File: config.mk
export PLATFORM = sky130hd
export DESIGN_NAME = spi_hold_frontend
export DESIGN_NICKNAME = d
export VERILOG_FILES = /design/src/rtl/spihf_pkg.sv /design/src/rtl/spihf_sync.sv /design/src/rtl/spihf_hold_ctl.sv /design/src/rtl/spihf_shifter.sv /design/src/rtl/spi_hold_frontend.sv
export SDC_FILE = /design/constraint.sdc
export NUM_CORES = 1
export LEC_CHECK = 0
export BUFFER_PORTS_ARGS = -buffer_cell sky130_fd_sc_hd__clkbuf_2
export CAP_MARGIN = 20
export CORE_AREA = 2 2 55 82
export DETAILED_ROUTE_END_ITERATION = 16
export DIE_AREA = 0 0 57 84
export PLACE_DENSITY_LB_ADDON = 0.08
export SETUP_SLACK_MARGIN = 0.4
export SLEW_MARGIN = 30
export SYNTH_ARGS = -nofsm -noshare
export SYNTH_HDL_FRONTEND = slang
export SYNTH_SLANG_ARGS = --single-unit
export TNS_END_PERCENT = 1
File: constraint.sdc
create_clock -name clk -period 3.2 [get_ports clk]
set_input_delay 0.48 -clock clk [delete_from_list [all_inputs] [get_ports clk]]
set_output_delay 0.48 -clock clk [all_outputs]
set_load 0.01 [all_outputs]
File: src/rtl/spihf_pkg.sv
package spihf_pkg;
  localparam int BYTE_W = 8;
  localparam int BIT_CW = $clog2(BYTE_W);

  localparam logic [BYTE_W-1:0] OP_WRSR = 8'h01;
  localparam logic [BYTE_W-1:0] OP_WR   = 8'h02;
  localparam logic [BYTE_W-1:0] OP_RD   = 8'h03;
  localparam logic [BYTE_W-1:0] OP_WRDI = 8'h04;
  localparam logic [BYTE_W-1:0] OP_RDSR = 8'h05;
  localparam logic [BYTE_W-1:0] OP_WREN = 8'h06;

  function automatic logic op_known(input logic [BYTE_W-1:0] op);
    return (op == OP_WRSR) || (op == OP_WR) || (op == OP_RD) ||
           (op == OP_WRDI) || (op == OP_RDSR) || (op == OP_WREN);
  endfunction
endpackage

File: src/rtl/spihf_sync.sv
module spihf_sync #(
  parameter int W = 4,
  parameter int STAGES = 2,
  parameter logic [W-1:0] RST_VAL = '0
) (
  input  logic         clk,
  input  logic         rst,
  input  logic [W-1:0] d,
  output logic [W-1:0] q
);
  logic [W-1:0] st [STAGES];

  genvar g;
  generate
    for (g = 0; g < STAGES; g++) begin : g_stage
      if (g == 0) begin : g_first
        always_ff @(posedge clk) begin
          if (rst) st[g] <= RST_VAL;
          else     st[g] <= d;
        end
      end else begin : g_rest
        always_ff @(posedge clk) begin
          if (rst) st[g] <= RST_VAL;
          else     st[g] <= st[g-1];
        end
      end
    end
  endgenerate

  assign q = st[STAGES-1];
endmodule

File: src/rtl/spihf_hold_ctl.sv
module spihf_hold_ctl (
  input  logic clk,
  input  logic rst,
  input  logic active,
  input  logic sck_s,
  input  logic hold_n_s,
  output logic paused
);
  always_ff @(posedge clk) begin
    if (rst || !active) paused <= 1'b0;
    else if (!sck_s)    paused <= !hold_n_s;
  end

  // a pause only starts after a cycle with sck low and hold low
  a_r6_enter_sck_low: assert property (@(posedge clk) disable iff (rst)
    $rose(paused) |-> (!$past(sck_s) && !$past(hold_n_s)));
  // a pause only ends with sck low, or through deselect
  a_r7_exit_sck_low: assert property (@(posedge clk) disable iff (rst)
    $fell(paused) |-> (!$past(sck_s) || !$past(active)));
  // deselect clears the pause
  a_r9_cs_clears_pause: assert property (@(posedge clk) disable iff (rst)
    !active |=> !paused);
endmodule

File: src/rtl/spihf_shifter.sv
module spihf_shifter
  import spihf_pkg::*;
(
  input  logic              clk,
  input  logic              rst,
  input  logic              active,
  input  logic              cs_fall,
  input  logic              sck_s,
  input  logic              rise_ev,
  input  logic              fall_ev,
  input  logic              si_s,
  input  logic              paused,
  input  logic [BYTE_W-1:0] tx_data,
  input  logic              tx_en,
  output logic              so_bit,
  output logic              oe,
  output logic              rx_valid,
  output logic [BYTE_W-1:0] rx_byte,
  output logic              rx_first,
  output logic              cpol
);
  logic [BIT_CW-1:0] bit_cnt;
  logic [BYTE_W-2:0] rx_sh;
  logic [BYTE_W-1:0] tx_q;
  logic              op_done;
  logic              ignore;
  logic              rise_g, fall_g;
  logic [BYTE_W-1:0] next_byte;
  logic [BIT_CW-1:0] out_idx;

  assign rise_g    = rise_ev && active && !paused && !ignore;
  assign fall_g    = fall_ev && active && !paused && !ignore;
  assign next_byte = {rx_sh, si_s};
  assign out_idx   = BIT_CW'(BYTE_W - 1) - bit_cnt;

  always_ff @(posedge clk) begin
    if (rst) cpol <= 1'b0;
    else if (cs_fall) cpol <= sck_s;
  end

  always_ff @(posedge clk) begin
    if (rst) begin
      rx_byte <= '0;
    end else if (rise_g && bit_cnt == BIT_CW'(BYTE_W - 1)) begin
      rx_byte <= next_byte;
    end
  end

  always_ff @(posedge clk) begin
    if (rst || !active) begin
      bit_cnt  <= '0;
      rx_sh    <= '0;
      tx_q     <= '0;
      op_done  <= 1'b0;
      ignore   <= 1'b0;
      oe       <= 1'b0;
      so_bit   <= 1'b0;
      rx_valid <= 1'b0;
      rx_first <= 1'b0;
    end else begin
      rx_valid <= 1'b0;
      if (rise_g) begin
        rx_sh   <= next_byte[BYTE_W-2:0];
        bit_cnt <= bit_cnt + 1'b1;
        if (bit_cnt == BIT_CW'(BYTE_W - 1)) begin
          if (!op_done) begin
            op_done <= 1'b1;
            if (op_known(next_byte)) begin
              rx_valid <= 1'b1;
              rx_first <= 1'b1;
            end else begin
              ignore <= 1'b1;
            end
          end else begin
            rx_valid <= 1'b1;
            rx_first <= 1'b0;
          end
        end
      end
      if (fall_g) begin
        if (bit_cnt == '0) begin
          if (op_done) begin
            tx_q   <= tx_data;
            oe     <= tx_en;
            so_bit <= tx_data[BYTE_W-1];
          end
        end else begin
          so_bit <= tx_q[out_idx];
        end
      end
    end
  end

  // the bit position is frozen while paused
  a_r8_count_frozen: assert property (@(posedge clk) disable iff (rst)
    (active && $past(paused && active)) |-> $stable(bit_cnt));
  // an ignored select period produces no strobes
  a_r3_no_strobe_ignored: assert property (@(posedge clk) disable iff (rst)
    ignore |-> !rx_valid);
  // deselect returns the shifter to bit 0 with output off
  a_r9_cs_idle: assert property (@(posedge clk) disable iff (rst)
    !active |=> (bit_cnt == '0 && !oe && !rx_valid));
  // strobes last a single cycle
  a_r1_single_pulse: assert property (@(posedge clk) disable iff (rst)
    rx_valid |=> !rx_valid);
endmodule

File: src/rtl/spi_hold_frontend.sv
module spi_hold_frontend
  import spihf_pkg::*;
#(
  parameter int SYNC_STAGES = 2
) (
  input  logic              clk,
  input  logic              rst,
  input  logic              sck,
  input  logic              cs_n,
  input  logic              si,
  input  logic              hold_n,
  input  logic [BYTE_W-1:0] tx_data,
  input  logic              tx_en,
  output logic              so,
  output logic              so_oe,
  output logic              rx_valid,
  output logic [BYTE_W-1:0] rx_byte,
  output logic              rx_first,
  output logic              clk_mode
);
  localparam int NSIG = 4;
  // bit order: {hold_n, si, cs_n, sck}
  localparam logic [NSIG-1:0] SYNC_RST = 4'b1010;

  logic [NSIG-1:0] raw, syn;
  logic sck_s, cs_s, si_s, hold_s;
  logic sck_q, cs_q;
  logic active, cs_fall, rise_ev, fall_ev;
  logic paused;
  logic sh_so, sh_oe;

  assign raw = {hold_n, si, cs_n, sck};

  spihf_sync #(.W(NSIG), .STAGES(SYNC_STAGES), .RST_VAL(SYNC_RST)) u_sync (
    .clk(clk), .rst(rst), .d(raw), .q(syn)
  );

  assign sck_s  = syn[0];
  assign cs_s   = syn[1];
  assign si_s   = syn[2];
  assign hold_s = syn[3];

  always_ff @(posedge clk) begin
    if (rst) begin
      sck_q <= 1'b0;
      cs_q  <= 1'b1;
    end else begin
      sck_q <= sck_s;
      cs_q  <= cs_s;
    end
  end

  assign active  = !cs_s;
  assign cs_fall = !cs_s && cs_q;
  assign rise_ev = sck_s && !sck_q;
  assign fall_ev = !sck_s && sck_q;

  spihf_hold_ctl u_hold (
    .clk(clk), .rst(rst), .active(active), .sck_s(sck_s),
    .hold_n_s(hold_s), .paused(paused)
  );

  spihf_shifter u_shift (
    .clk(clk), .rst(rst), .active(active), .cs_fall(cs_fall),
    .sck_s(sck_s), .rise_ev(rise_ev), .fall_ev(fall_ev), .si_s(si_s),
    .paused(paused), .tx_data(tx_data), .tx_en(tx_en),
    .so_bit(sh_so), .oe(sh_oe), .rx_valid(rx_valid), .rx_byte(rx_byte),
    .rx_first(rx_first), .cpol(clk_mode)
  );

  always_ff @(posedge clk) begin
    if (rst) begin
      so    <= 1'b0;
      so_oe <= 1'b0;
    end else begin
      so    <= sh_so;
      so_oe <= sh_oe && !paused && active;
    end
  end

  // output released while paused
  a_r8_oe_off_paused: assert property (@(posedge clk) disable iff (rst)
    paused |=> !so_oe);
  // output released while deselected
  a_r5_oe_off_deselect: assert property (@(posedge clk) disable iff (rst)
    cs_s |=> !so_oe);
endmodule

==> impl_metrics.csv <==
group,metric,value,unit
final_layout,antenna_cells,0,
hold_path,hold_end,"u_sync.st[0][1]",
worst_setup_path,crit_slowest_cell,"dfxtp_1",
floorplanning,rows,29,
power,pwr-share-seq,56.4,%
final_layout,final_common_cell,"dfxtp_1",
power,pwr-share-clk,41.2,%
yosys,syn_avg_cell_area,10.28,um^2
sta,slew_headroom,50.02,%
route,vias,1237,
final_layout,fin_cells,244,
global_route,antenna_found_initial,0,
yosys,syn_nets,190,
cts,numCtsBuffers,5,
hold_path,min-delay-start,"cs_n",
sta,final_hold_viol_count,0,
final_layout,multi_input_area,783.3,um^2
worst_setup_path,worstSetupEndpointType,"flip-flop",
placement,place.gp.congestion,0.8418,
yosys,synthTopCellsByArea,"dfxtp_1 (52%), mux2i_1 (16%), nor2_1 (7.6%), nor2b_1 (2.8%), ha_1 (2.1%)",
cts,postCtsSetupRepairBufs,0,
floorplanning,initial_core_util,42.74,%
route,drt_iter0_markers,28,
power,sw_frac_of_total,20.15,%
floorplanning,core,4136,um^2
power,switching_power,207.5,uW
power,intPower,822.4,uW
sta,setup-violations-final,0,
final_layout,drive_above_1_share,22.22,%
route,routed_wl,3224,um
cts,clk_latency,300,ps
global_route,grt_pass1_vias,1181,
sta,worst_pin_slew,748.9,ps
global_route,grt_usage,14.47,%
final_layout,postLayoutCoreUtil,49.06,%
cts,htreeDepth,2,
cts,hold_buffers,0,
worst_setup_path,path_common_cell,"ha_1",
final_layout,seq_area,920.9,um^2
final_layout,most-common-layout-cells,"dfxtp_1 (46), nor2_1 (36), mux2i_1 (28)",
worst_setup_path,crit_chain,"ha_1, ha_1, nand4_1, mux2i_1, nor2_1",
status,status,"completed",
cts,cts_tree,"yes",
sta,fin_crit_sh,60.42,%
power,finalPower,1.030,mW
power,power_density,507.5,nW/um^2
sta,rsz0062_at_grt,"no",
sta,slew_viol_final,0,
sta,hold_ws,355.1,ps
sta,skew,4.544,ps
worst_setup_path,rr_worst_depth,5,
placement,portBuffers,27,
final_layout,area_delta_synth_final,14.79,%
power,power_leakage,0.8311,nW
power,p_comb_share,2.4,%
floorplanning,io_pins,28,
yosys,yosys.cell_types.count,33,
worst_setup_path,cp-start-kind,"flip-flop",
worst_setup_path,r2r_setup_slack,1270,ps
route,via_per_inst,5.070,
cts,ctsRootBufferMaster,"clkbuf_8",
placement,dp_hpwl,2337,um
floorplanning,die_w,57,um
worst_setup_path,max_stage_delay,510,ps
floorplanning,die_y,84,um
yosys,yosys.area.top_type,"dfxtp_1",
yosys,synth_top_area_share,52.09,%
route,drtPass1Iterations,4,
worst_setup_path,critPathArrivalTime,2110,ps
final_layout,fillers,416,
floorplanning,die_area,4788,um^2
cts,cts_resized,0,
sta,max_freq,0.5172,GHz
yosys,synthCells,172,
sta,post-route-min-period,1933,ps
worst_setup_path,worstSetupPathType,"flip-flop to flip-flop",
yosys,ys_ff_latch,46,
hold_path,min_path_cells,2,
cts,cts.sinks,46,
final_layout,layout.nets,215,
worst_setup_path,cp.required,3380,ps
sta,tns,0,ps
worst_setup_path,cp_max_fo,9,
cts,path_clk_slew,80,ps
worst_setup_path,r2r_end,"u_shift.rx_byte[4]",
power,ir_drop,0.0004067,V
route,ant_nets,0,
cts,clock_path_buffers,2,
worst_setup_path,rr_startpoint,"u_shift.bit_cnt[0]",
route,drc,0,
yosys,ys_warn_count,0,
yosys,ys_seq_area_share,52.09,%
global_route,grt_max_degree,25,
global_route,grt_pass1_wl,5464,um
yosys,syn_area,1768,um^2
flow_run,maxCapViolCount,0,
hold_path,hold_class,"primary input to flip-flop",
global_route,grt_overflow_total,0,
placement,place_inst,236,
route,wire_per_inst,13.21,um
==> cell usage after synthesis <==
| cell | instances |
|---|---|
| mux2i_1 | 28 |
| or2_2 | 3 |
| buf_6 | 1 |
| nor2b_1 | 8 |
| and3_1 | 2 |
| or4_4 | 1 |
| nand2_1 | 2 |
| buf_2 | 3 |
| xnor2_1 | 1 |
| nor2_1 | 36 |
| ha_1 | 3 |
| nor3_1 | 4 |
| clkbuf_1 | 5 |
| mux2_2 | 1 |
| a21oi_1 | 1 |
| buf_1 | 1 |
| nand3_1 | 3 |
| nor4_4 | 1 |
| or3_4 | 1 |
| dfxtp_1 | 46 |
| a22o_1 | 1 |
| o21ai_0 | 2 |
| or2_1 | 1 |
| o21a_1 | 1 |
| nor3b_1 | 3 |
| a41oi_1 | 1 |
| nand3b_1 | 1 |
| mux4_2 | 1 |
| nor4_2 | 1 |
| nor4_1 | 2 |
| inv_1 | 4 |
| a31oi_1 | 2 |
| nand4_1 | 1 |
==> state kept, by name, indices dropped and copies added (netlist names), 3 cells and up <==
| signal | flops |
|---|---|
| u_shift.rx_byte | 8 |
| u_shift.tx_q | 8 |
| u_sync.st | 8 |
| u_shift.bit_cnt | 3 |
| u_shift.rx_sh | 7 |
==> power groups by stage <==
stage | sequential (mW) | combinational, mW | clock (mW)
global placement | 0.594 | 0.0249 | 0
detailed placement | 0.594 | 0.0256 | 0
finish | 0.581 | 0.0251 | 0.424
floorplan | 0.592 | 0.0158 | 0
global route | 0.582 | 0.0283 | 0.458
CTS | 0.581 | 0.0257 | 0.436
==> how the worst max path moves through the flow <==
stage                                   from                 end  slack [ps]  depth (start not counted)
after detailed placement                 rst      u_shift.ignore        1130                          5
after CTS                 u_shift.bit_cnt[0]  u_shift.rx_byte[4]        1200                          5
after global routing      u_shift.bit_cnt[0]  u_shift.rx_byte[5]         980                          5
after global placement                   rst      u_shift.ignore        1210                          5
after floorplan           u_shift.bit_cnt[0]          u_shift.oe        1720                          8
final                     u_shift.bit_cnt[0]  u_shift.rx_byte[4]        1270                          5
==> final cells by class <==
class                           count  share of cell area (%)
Sequential cell                    46                   45.38
Clock buffer                        6                   3.576
Multi-Input combinational cell    112                   38.59
Tap cell                           46                   2.836
Inverter                            4                  0.7398
Clock inverter                      2                   1.850
Timing Repair Buffer               28                   7.028
==> stage by stage <==
stage,setup WS [ps],instance area (um^2)
floorplan,1716,1768
global placement,1215,1919
detailed placement,1132,1919
CTS,1203,2029
global route,980.1,2029
finish,1267,2029
==> logic make-up (layout without fill, tap and decap cells) <==
| group | Yosys count | count (layout) | synth area share (%) |
|---|---|---|---|
| buf+inv | 14 | 40 | 3.609 |
| simple gates | 70 | 70 | 20.95 |
| xor+xnor | 1 | 1 | 0.4955 |
| mux | 30 | 30 | 17.76 |
| compound gates | 8 | 8 | 2.972 |
| flops | 46 | 46 | 52.09 |
| fa+ha+maj | 3 | 3 | 2.123 |
==> per-layer routing <==
layer	GRT usage, %	vias to the layer above	part of all wire (%)
met3	3.411	5	3.8
met4	6.977	0	1.9
met5	0	-	0
met2	24.76	25	52
met1	16.46	573	42
li1	-	634	-
==> worst max-delay path, delay by kind of cell (launching register included) <==
family	cells	cell delay, ps
fa+ha+maj	2	440
flops	1	510
simple gates	2	550
mux	1	320
Power figures use the tool's default switching activity.
